### src/rtl/syx_pkg.sv
package syx_pkg;
  typedef enum logic [2:0] {
    REG_CTRL = 3'd0,
    REG_DIV  = 3'd1,
    REG_STAT = 3'd2,
    REG_TXD  = 3'd3,
    REG_RXD  = 3'd4
  } reg_sel_e;

  localparam int STAT_TXE = 0;
  localparam int STAT_RXF = 1;
  localparam int STAT_OVR = 2;
  localparam int CTRL_TXEN = 0;
  localparam int CTRL_RXEN = 1;

  typedef enum logic {ENG_IDLE, ENG_RUN} eng_state_e;
endpackage

### src/rtl/syx_divider.sv
module syx_divider #(
  parameter int DIV_W = 8
) (
  input  logic             clk,
  input  logic             rst_n,
  input  logic             run,
  input  logic [DIV_W-1:0] div,
  output logic             tick
);
  logic [DIV_W-1:0] cnt;

  // Half period lasts div+1 cycles: the counter wraps when it reaches div.
  function automatic logic at_terminal(input logic [DIV_W-1:0] c, input logic [DIV_W-1:0] d);
    return c == d;
  endfunction

  assign tick = run && at_terminal(cnt, div);

  always_ff @(posedge clk or negedge rst_n) begin
    if (!rst_n)          cnt <= '0;
    else if (!run)       cnt <= '0;
    else if (tick)       cnt <= '0;
    else                 cnt <= cnt + 1'b1;
  end
endmodule

### src/rtl/syx_engine.sv
module syx_engine
  import syx_pkg::*;
#(
  parameter int DATA_W = 8
) (
  input  logic              clk,
  input  logic              rst_n,
  input  logic              tick,
  input  logic              active,
  input  logic              abort,
  input  logic              tx_avail,
  input  logic [DATA_W-1:0] tx_word,
  input  logic              tx_en,
  input  logic              sdi,
  output logic              sck,
  output logic              sdo,
  output logic              running,
  output logic              frame_start,
  output logic              frame_done,
  output logic [DATA_W-1:0] rx_word
);
  localparam int BIT_W = (DATA_W > 1) ? $clog2(DATA_W) : 1;
  localparam logic [BIT_W-1:0] LAST_BIT = BIT_W'(DATA_W - 1);

  eng_state_e        state;
  logic [BIT_W-1:0]  bit_idx;
  logic [DATA_W-1:0] tx_sh;
  logic [DATA_W-2:0] rx_sh;
  logic              last_bit;
  logic              rise_ev;
  logic              fall_ev;
  logic              boundary;

  assign running  = (state == ENG_RUN);
  assign last_bit = (bit_idx == LAST_BIT);
  assign rise_ev  = running && tick && !sck;
  assign fall_ev  = running && tick && sck;
  assign boundary = fall_ev && last_bit;

  assign frame_start = active && tx_avail && (!running || boundary);
  assign frame_done  = rise_ev && last_bit;
  assign rx_word     = {sdi, rx_sh};
  assign sdo         = (running && tx_en) ? tx_sh[0] : 1'b1;

  always_ff @(posedge clk or negedge rst_n) begin
    if (!rst_n) begin
      state   <= ENG_IDLE;
      sck     <= 1'b1;
      bit_idx <= '0;
      tx_sh   <= '1;
      rx_sh   <= '0;
    end else if (abort) begin
      state <= ENG_IDLE;
      sck   <= 1'b1;
    end else if (frame_start) begin
      state   <= ENG_RUN;
      sck     <= 1'b0;
      bit_idx <= '0;
      tx_sh   <= tx_word;
    end else if (rise_ev) begin
      sck   <= 1'b1;
      rx_sh <= rx_word[DATA_W-1:1];
    end else if (boundary) begin
      state <= ENG_IDLE;
    end else if (fall_ev) begin
      sck     <= 1'b0;
      bit_idx <= bit_idx + 1'b1;
      tx_sh   <= {1'b1, tx_sh[DATA_W-1:1]};
    end
  end
endmodule

### src/rtl/syx_regfile.sv
module syx_regfile
  import syx_pkg::*;
#(
  parameter int DATA_W  = 8,
  parameter int DIV_W   = 8,
  parameter int DIV_RST = 3
) (
  input  logic              clk,
  input  logic              rst_n,
  input  logic [2:0]        bus_addr,
  input  logic              bus_wr,
  input  logic              bus_rd,
  input  logic [DATA_W-1:0] bus_wdata,
  output logic [DATA_W-1:0] bus_rdata,
  input  logic              frame_start,
  input  logic              frame_done,
  input  logic [DATA_W-1:0] rx_word,
  output logic              tx_en,
  output logic              rx_en,
  output logic [DIV_W-1:0]  div,
  output logic [DATA_W-1:0] tx_word,
  output logic              tx_empty,
  output logic              rx_full,
  output logic              ovr,
  output logic [DATA_W-1:0] rx_data,
  output logic              rx_store,
  output logic              ovr_set
);
  logic wr_ctrl, wr_div, wr_stat, wr_txd, rd_rxd, ovr_clr;

  assign wr_ctrl = bus_wr && (bus_addr == REG_CTRL);
  assign wr_div  = bus_wr && (bus_addr == REG_DIV);
  assign wr_stat = bus_wr && (bus_addr == REG_STAT);
  assign wr_txd  = bus_wr && (bus_addr == REG_TXD);
  assign rd_rxd  = bus_rd && (bus_addr == REG_RXD);

  // A read in the completion cycle counts as servicing the old byte.
  assign rx_store = frame_done && rx_en && (!rx_full || rd_rxd);
  assign ovr_set  = frame_done && rx_en && rx_full && !rd_rxd;
  assign ovr_clr  = wr_stat && !bus_wdata[STAT_OVR];

  always_ff @(posedge clk or negedge rst_n) begin
    if (!rst_n) begin
      tx_en   <= 1'b0;
      rx_en   <= 1'b0;
      div     <= DIV_W'(DIV_RST);
      tx_word <= '0;
      rx_data <= '0;
    end else begin
      if (wr_ctrl) begin
        tx_en <= bus_wdata[CTRL_TXEN];
        rx_en <= bus_wdata[CTRL_RXEN];
      end
      if (wr_div)   div     <= bus_wdata[DIV_W-1:0];
      if (wr_txd)   tx_word <= bus_wdata;
      if (rx_store) rx_data <= rx_word;
    end
  end

  always_ff @(posedge clk or negedge rst_n) begin
    if (!rst_n) begin
      tx_empty <= 1'b1;
      rx_full  <= 1'b0;
      ovr      <= 1'b0;
    end else begin
      if (wr_txd)           tx_empty <= 1'b0;
      else if (frame_start) tx_empty <= 1'b1;
      if (rx_store)         rx_full <= 1'b1;
      else if (rd_rxd)      rx_full <= 1'b0;
      if (ovr_set)          ovr <= 1'b1;
      else if (ovr_clr)     ovr <= 1'b0;
    end
  end

  always_comb begin
    bus_rdata = '0;
    if (bus_rd) begin
      unique case (bus_addr)
        REG_CTRL: begin
          bus_rdata[CTRL_TXEN] = tx_en;
          bus_rdata[CTRL_RXEN] = rx_en;
        end
        REG_DIV:  bus_rdata = DATA_W'(div);
        REG_STAT: begin
          bus_rdata[STAT_TXE] = tx_empty;
          bus_rdata[STAT_RXF] = rx_full;
          bus_rdata[STAT_OVR] = ovr;
        end
        REG_RXD:  bus_rdata = rx_data;
        default:  bus_rdata = '0;
      endcase
    end
  end
endmodule

### src/rtl/syx_top.sv
module syx_top #(
  parameter int DATA_W  = 8,
  parameter int DIV_W   = 8,
  parameter int DIV_RST = 3
) (
  input  logic              clk,
  input  logic              rst_n,
  input  logic [2:0]        bus_addr,
  input  logic              bus_wr,
  input  logic              bus_rd,
  input  logic [DATA_W-1:0] bus_wdata,
  output logic [DATA_W-1:0] bus_rdata,
  input  logic              sdi,
  output logic              sdo,
  output logic              sck
);
  logic              tx_en, rx_en, tx_empty, rx_full, ovr;
  logic              active, abort, tick, running;
  logic              frame_start, frame_done, rx_store, ovr_set;
  logic [DIV_W-1:0]  div;
  logic [DATA_W-1:0] tx_word, rx_word, rx_data;

  assign abort  = !(tx_en || rx_en);
  assign active = !abort && !ovr;

  syx_regfile #(.DATA_W(DATA_W), .DIV_W(DIV_W), .DIV_RST(DIV_RST)) u_regs (
    .clk(clk), .rst_n(rst_n),
    .bus_addr(bus_addr), .bus_wr(bus_wr), .bus_rd(bus_rd),
    .bus_wdata(bus_wdata), .bus_rdata(bus_rdata),
    .frame_start(frame_start), .frame_done(frame_done), .rx_word(rx_word),
    .tx_en(tx_en), .rx_en(rx_en), .div(div), .tx_word(tx_word),
    .tx_empty(tx_empty), .rx_full(rx_full), .ovr(ovr), .rx_data(rx_data),
    .rx_store(rx_store), .ovr_set(ovr_set)
  );

  syx_divider #(.DIV_W(DIV_W)) u_div (
    .clk(clk), .rst_n(rst_n), .run(running), .div(div), .tick(tick)
  );

  syx_engine #(.DATA_W(DATA_W)) u_eng (
    .clk(clk), .rst_n(rst_n), .tick(tick), .active(active), .abort(abort),
    .tx_avail(!tx_empty), .tx_word(tx_word), .tx_en(tx_en), .sdi(sdi),
    .sck(sck), .sdo(sdo), .running(running),
    .frame_start(frame_start), .frame_done(frame_done), .rx_word(rx_word)
  );
endmodule

### config.mk
export PLATFORM = sky130hd
export DESIGN_NAME = syx_top
export DESIGN_NICKNAME = d
export VERILOG_FILES = /design/src/rtl/syx_pkg.sv /design/src/rtl/syx_divider.sv /design/src/rtl/syx_engine.sv /design/src/rtl/syx_regfile.sv /design/src/rtl/syx_top.sv
export SDC_FILE = /design/constraint.sdc
export NUM_CORES = 1
export LEC_CHECK = 0
export BUFFER_PORTS_ARGS = -buffer_cell sky130_fd_sc_hd__buf_2
export CAP_MARGIN = 10
export CORE_MARGIN = 1
export CORE_UTILIZATION = 45
export DETAILED_ROUTE_END_ITERATION = 10
export GPL_TIMING_DRIVEN = 0
export HOLD_SLACK_MARGIN = 0.1
export MAX_ROUTING_LAYER = met4
export PLACE_DENSITY = 0.6
export SLEW_MARGIN = 20
export SYNTH_ARGS = -nofsm -noshare
export SYNTH_HDL_FRONTEND = slang
export SYNTH_SLANG_ARGS = --single-unit
### constraint.sdc
create_clock -name clk -period 5.9 [get_ports clk]
set_input_delay 0.59 -clock clk [delete_from_list [all_inputs] [get_ports clk]]
set_output_delay 0.59 -clock clk [all_outputs]
set_load 0.01 [all_outputs]
==> metrics.cfg, run 1 <==
[cts]
cts_max_level = 3
hold_buffers = 0
clk_latency_ps = 340
path_clk_slew_ps = 70
cts_tree = built
postCtsSetupBuffers = 0
clock_sinks = 57
numCtsBuffers = 9
root_buffer = clkbuf_8
post_cts_resized = 0
clockBufferDepth = 2

[setup_path]
worstSetupEndpointType = output port
cp_max_fo = 10
crit_type = in -> out
crit_required_ps = 5310
worstSetupStartpointType = primary input
worst_ep_arrival_time_ps = 1950

[timing]
maxSlewViolCount = 0
setup_ws_ps = 3360
setup_viol = 0
rsz0062_at_grt = false
max_freq_mhz = 394
relSlewSlack_pct = 51.0
period_share_pct = 43.1
finalSetupTns_ps = 0
worstMarginPinSlew_ps = 735
hold_slack_ps = 293
fin_skew_ps = 9.52
hold_viol_final = 0
min_period_ps = 2540

[placement]
dpl_cell_area_um2 = 2950
dp_slack_ps = 3400
gp_congestion = 0.883
dp_hpwl_um = 3950
numPortBuffers = 24
dp.cells = 328

[cells_and_area]
layout.area.seq_um2 = 1440
area_delta_synth_final_pct = 15.1
multi_input_area_um2 = 1240
instances_no_fill = 344
drive_gt1_share_pct = 34.9
post-route-cell-area_um2 = 3150
fillerInstances = 550
fin_nets = 283
diodes = 0

[logic_synthesis]
synth_xor_area_share_pct = 4.48
synth_top_family_by_area = multiplexers
async_reset_ff_share_pct = 100
muxShareOfSynthArea_pct = 15.1
synth_top_area_share_pct = 41.2
yosys-top-cells-count = dfrtp_1, mux2_2, nor2_1
avgSynthCellArea_um2 = 11.9
synthesis.area_um2 = 2740
synth_compound_area_share_pct = 9.65
synthesis.nets = 248
ys_types = 44
synthAdderAreaFrac_pct = 1.37
synthesis.instances = 229
yosysMostFrequentCell = dfrtp_1
ys.flop_type = dfrtp_1
yosys.area_share.simple_pct = 14.8
yosys.area.top_type = dfrtp_1
synthTopCellsByArea = dfrtp_1, mux2_2, dfstp_2
synth_edf_count = 0
ys_seq_elements = 57
ys_seq_area_share_pct = 52.7
ys_warn_count = 0

[floorplan]
initial_core_util_pct = 46.5
die_w_um = 80.0
die_y_um = 80.0
coreArea_um2 = 5890
fp-row-count = 28
dieArea_um2 = 6390
ios = 26

[detailed_routing]
postRouteAntennaNets = 0
finalWirelength_um = 5570
via_per_inst = 5.55
vias = 1909
drt_iter0_markers = 116
routedWlPerCell_um = 16.2
drt_pre_antenna_iters = 8
drcViolationCount = 1

[global_routing]
grt_pass1_wl_um = 9050
grt_max_degree = 58
antenna_found_initial = 0
grt_overflow = 0
grtUsageTotal_pct = 20.0
grt_pass1_vias = 1786

[run_status]
status = finished, violations left
violations = DRC

[power]
vdd_drop_max_mv = 0.186
p_per_area_nw_per_um2 = 366
p_leak_nw = 1.40

[run]
maxCapViolCount = 0

[worst_hold_path]
hold_path.class = in -> async

[critical path: stages]
cell	delay, ps
buf_2	90
clkbuf_1	380
mux2i_1	250
nor2_1	50
a21oi_1	190
o21ai_0	100
and2_1	160
buf_2	130
[where the power goes]
group | internal [mW] | leakage, nW | switching [mW]
registers | 0.490 | 0.714 | 0.0714
clock network | 0.205 | 0.0953 | 0.157
logic | 0.118 | 0.587 | 0.109
[registers in the layout, summed over array words and instances (netlist names)]
signal           count
u_regs.ovr           1
u_regs.div           8
u_div.cnt            8
u_regs.rx_full       1
u_regs.tx_word       8
u_eng.rx_sh          7
u_regs.tx_en         1
u_eng.tx_sh          8
u_regs.rx_data       8
u_regs.rx_en         1
u_eng.running        1
u_eng.bit_idx        3
u_eng.sck            1
u_regs.tx_empty      1
[per-stage QoR]
| step | util, % | power (mW) |
|---|---|---|
| finish | 53.5 | 1.15 |
| global route | 53.5 | 1.22 |
| CTS | 53.5 | 1.16 |
| detailed placement | 50.1 | 0.796 |
| global placement | 50.1 | 0.790 |
| floorplan | - | 0.721 |
[final timing paths]
| path | from | end | slack [ps] | cells past startpoint |
|---|---|---|---|---|
| worst max-delay path | bus_addr[1] | bus_rdata[0] | 3360 | 8 |
| worst min-delay path | rst_n | u_regs.tx_word[6]$_DFFE_PN0P_ | 290 | 1 |
| worst max register to register | u_regs.div[0]$_DFFE_PN1P_ | u_regs.rx_data[0]$_DFFE_PN0P_ | 3530 | 6 |
| worst min register to register | u_regs.tx_word[5]$_DFFE_PN0P_ | u_regs.tx_word[5]$_DFFE_PN0P_ | 500 | 1 |
| max in group asynchronous | rst_n | u_div.cnt[5]$_DFF_PN0_ | 5100 | 1 |
| min in group clk | sdi | u_eng.rx_sh[6]$_DFFE_PN0P_ | 490 | 2 |
[cell type report]
cell class,count,share of cell area (%)
flip-flops and latches,57,45.8
multi-input cells,162,39.5
clock buffers,11,4.49
repair buffers,24,3.90
well taps,75,2.98
clock inverters,5,1.75
plain buffers,9,1.51
inverters,1,0.119
[kinds of logic (layout without fill, tap and decap cells)]
logic type | after synthesis | after routing
compound gates | 37 | 37
xor+xnor | 14 | 14
fa+ha+maj | 3 | 3
buf+inv | 10 | 50
flops | 57 | 57
mux | 37 | 37
simple gates | 71 | 71
[metal layers]
metal  share of wire, %  vias to the layer above  GRT usage (%)
met1                 51                      938           28.7
li1                   -                      914              -
met5                  0                        -              -
met2                 44                       48           26.8
met4                2.0                        0           8.21
met3                3.3                        9           5.14
[placed cells by master (no fill, tap or decap), types with 3 or more instances in the layout]
cell type  Yosys  final
a21boi_0       7      7
xnor2_1        9      9
ha_1           3      3
nand2_1        9      9
mux2_2        34     34
clkbuf_8       0     10
a22oi_1        5      5
dfrtp_1       45     45
a21oi_1        3      3
o21ai_0        9      9
nand3_1       12     12
buf_2          1     24
clkbuf_1       5      6
and2_1         3      3
mux2i_1        3      3
dfstp_2       12     12
and3_1         4      4
nor3_1         3      3
nor2b_1        3      3
a221o_1        7      7
nor2_1        19     19
xor2_1         5      5
No activity file was read; power rests on OpenSTA's default activity.
==> run 2: changes to the inputs <==
Settings changed: ABC_AREA set to 1, PLACE_DENSITY 0.6 to 0.62.
Clock period 5.9 ns to 2.3 ns, I/O delays scaled along.
==> metrics.cfg, run 2 <==
[setup_path]
crit_type = reg -> reg
worst_ep_arrival_time_ps = 2100  ; +150 ps
crit_path_cell_trace = inv_1 > nand2_1 > nand2_1 > nor2_1 > nand2_1 > nor2_2 > nand4_1 > nand2_2 > nand2_4 > buf_6 > nand3_1 > nand2_1
r2r_setup_slack_ps = 420  ; -3110 ps
crit_required_ps = 2520  ; -2790 ps
worstReg2RegStart = u_regs.div[1]$_DFFE_PN1P_
worstSetupEndpointType = register
critPathMaxStageDelay_ps = 550  ; +170 ps
worstSetupStartpointType = register
critical_path.most_common_cell = nand2_1
critical_path.slowest_cell = dfstp_2
cp_max_fo = 10  ; unchanged
r2r_cells = 12  ; +6
rr_endpoint = u_eng.bit_idx[2]$_DFFE_PN0P_
critical-path-top-delay-family = simple AND/OR/NAND/NOR gates
worstPathBufferInverterCount = 2  ; -1

[cts]
clockBufferDepth = 2  ; unchanged
cts_max_level = 3  ; unchanged
postCtsSetupBuffers = 0  ; unchanged
path_clk_slew_ps = 70  ; about the same
numCtsBuffers = 9  ; unchanged
root_buffer = clkbuf_8
cts_tree = built
clk_latency_ps = 330  ; about the same
clock_sinks = 57  ; unchanged

[placement]
gp_congestion = 0.878  ; -0.59%
dp_hpwl_um = 4710  ; +19%
numPortBuffers = 25  ; +4.2%

[timing]
setup_viol = 0  ; unchanged
rsz0062_at_grt = false
min_period_ps = 1880
hold_viol_final = 0  ; unchanged
max_freq_mhz = 532
period_share_pct = 81.7
maxSlewViolCount = 0  ; unchanged
worstMarginPinSlew_ps = 719  ; -16.4 ps
finalSetupTns_ps = 0  ; unchanged
fin_skew_ps = 9.33  ; -0.184 ps
relSlewSlack_pct = 52.1  ; +1.1 points

[cells_and_area]
fin_nets = 412  ; +46%
drive_gt1_share_pct = 24.1  ; -11 points
area_delta_synth_final_pct = 15.0
final_common_cell = nand2_1
diodes = 0  ; unchanged
fillerInstances = 598  ; +8.7%
fin_util_pct = 53.4  ; -0.068 points
final_cell_mix = nand2_1, inv_1, dfrtp_1, nand3_1, o21ai_0

[floorplan]
coreArea_um2 = 6350  ; +7.9%
die_y_um = 83.0  ; +3.8%
dieArea_um2 = 6880  ; +7.7%
die_w_um = 83.0  ; +3.8%
ios = 26  ; unchanged
fp-row-count = 29  ; +3.6%
initial_core_util_pct = 46.5  ; about the same

[worst_hold_path]
hp-start = bus_wdata[6]
hold_path_depth = 3
min_to = u_regs.tx_word[6]$_DFFE_PN0P_
hold_path.class = in -> reg

[logic_synthesis]
ys_seq_elements = 57  ; unchanged
synthesis.instances = 356  ; +55%
yosysMostFrequentCell = nand2_1
yosys-top-cells-count = nand2_1, inv_1, dfrtp_1
async_reset_ff_share_pct = 100  ; unchanged
synth_edf_count = 0  ; unchanged
synthAdderAreaFrac_pct = 1.27  ; -0.10 points
synthTopCellsByArea = dfrtp_1, nand2_1, dfstp_2
synth_compound_area_share_pct = 11.8  ; +2.1 points
synthesis.area_um2 = 2950  ; +7.9%
ys_warn_count = 0  ; unchanged
synth_top_area_share_pct = 38.2  ; -3.0 points
avgSynthCellArea_um2 = 8.29  ; -31%
ys_types = 34  ; -23%
ys_seq_area_share_pct = 48.9  ; -3.8 points
synth_top_family_by_area = simple AND/OR/NAND/NOR gates
ys.flop_type = dfrtp_1
synthesis.nets = 375  ; +51%
synth_xor_area_share_pct = 0.297  ; -4.2 points
yosys.area_share.simple_pct = 29.3  ; +15 points
yosys.area.top_type = dfrtp_1
muxShareOfSynthArea_pct = 0  ; -15 points

[detailed_routing]
drcViolationCount = 0  ; -1
routedWlPerCell_um = 13.4  ; -17%
vias = 2373  ; +24%
drt_iter0_markers = 164  ; +41%
via_per_inst = 5.00  ; -10%
postRouteAntennaNets = 0  ; unchanged
drt_pre_antenna_iters = 5  ; -3
finalWirelength_um = 6350  ; +14%

[run_status]
status = complete, no violations

[global_routing]
grt_pass1_wl_um = 11200  ; +24%
grt_pass1_vias = 2358  ; +32%
grt_max_degree = 58  ; unchanged
grt_overflow = 0  ; unchanged
grtUsageTotal_pct = 21.3  ; +1.3 points
antenna_found_initial = 0  ; unchanged

[run]
maxCapViolCount = 0  ; unchanged

[power]
fin_total_pwr_mw = 3.03  ; +160%
vdd_drop_max_mv = 0.398  ; +110%
p_leak_nw = 1.74  ; +25%
p_per_area_nw_per_um2 = 895  ; +140%

run 2: cell types whose count changed after synthesis, sizes merged, moves of 5 or more:
cell	before	now
a22oi	5	0
xnor2	9	0
o21ai	9	43
mux2	34	0
a21boi	7	0
a21oi	3	8
nand3	12	41
a221o	7	0
nand2	9	107
nand4	1	6
inv	1	54
run 2: layer usage:
| metal | GRT usage [%] | wire, um | vias to the layer above |
|---|---|---|---|
| met5 | - | 0 | - |
| met4 | 6.58 | 93 | 0 |
| met3 | 4.17 | 168 | 10 |
| met2 | 30.6 | 2810 | 28 |
| met1 | 30.5 | 3280 | 1111 |
| li1 | - | - | 1224 |
run 2: per-stage QoR:
stage,instances,setup WS (ps),area (um^2),hold WS [ps]
finish,475,421,3390,181
global route,475,248,3390,189
CTS,475,433,3390,174
detailed placement,458,449,3170,338
global placement,458,485,3170,463
floorplan,356,699,2950,-65.6
run 2: cell families (layout without fill, tap and decap cells):
kind of cell	after synthesis	in the layout
buffers and inverters	60	102
flip-flops	57	57
XOR/XNOR	1	1
AO/OA/AOI/OAI	55	55
adder cells (fa/ha/maj)	3	3
AND/OR/NAND/NOR	180	180
run 2: how the worst max path moves through the flow:
stage	from	to	slack, ps	depth (start not counted)
global placement	u_regs.div[1]$_DFFE_PN1P_	u_eng.bit_idx[1]$_DFFE_PN0P_	490	12
CTS	u_regs.div[1]$_DFFE_PN1P_	u_eng.bit_idx[2]$_DFFE_PN0P_	430	12
finish	u_regs.div[1]$_DFFE_PN1P_	u_eng.bit_idx[2]$_DFFE_PN0P_	420	12
detailed placement	u_regs.div[1]$_DFFE_PN1P_	u_eng.bit_idx[2]$_DFFE_PN0P_	450	12
floorplan	u_regs.div[1]$_DFFE_PN1P_	u_eng.bit_idx[1]$_DFFE_PN0P_	700	12
global route	u_regs.div[1]$_DFFE_PN1P_	u_eng.bit_idx[2]$_DFFE_PN0P_	250	12
run 2: timing repair:
| action | CTS | global route |
|---|---|---|
| hold buffers | 1 | 0 |
| setup endpoints to repair | 0 | 0 |
| hold endpoints to repair | 45 | 0 |
| resized for setup | 0 | 0 |
run 2: cell type report:
class | count | area, um^2 | share of cell area (%)
sequential | 57 | 1440 | 42.5
multi-input combinational | 239 | 1260 | 37.1
inverter | 54 | 203 | 5.98
clock buffer | 14 | 173 | 5.09
timing repair buffer | 26 | 138 | 4.06
tap | 77 | 96.3 | 2.84
buffer | 6 | 46.3 | 1.36
clock inverter | 2 | 35.0 | 1.03
run 2: power by group:
group / total [mW] / internal, mW / switching (mW) / leakage [nW]
Clock: 0.985 / 0.589 / 0.396 / 0.107
Combinational: 0.647 / 0.237 / 0.410 / 0.913
Sequential: 1.40 / 1.25 / 0.150 / 0.725
Total: 3.03 / 2.08 / 0.956 / 1.74
run 2: worst reg2reg max path, delay by kind of cell (launching register included):
family,cells,cell delay (ps)
buffers and inverters,2,270
AND/OR/NAND/NOR,10,980
flip-flops,1,550
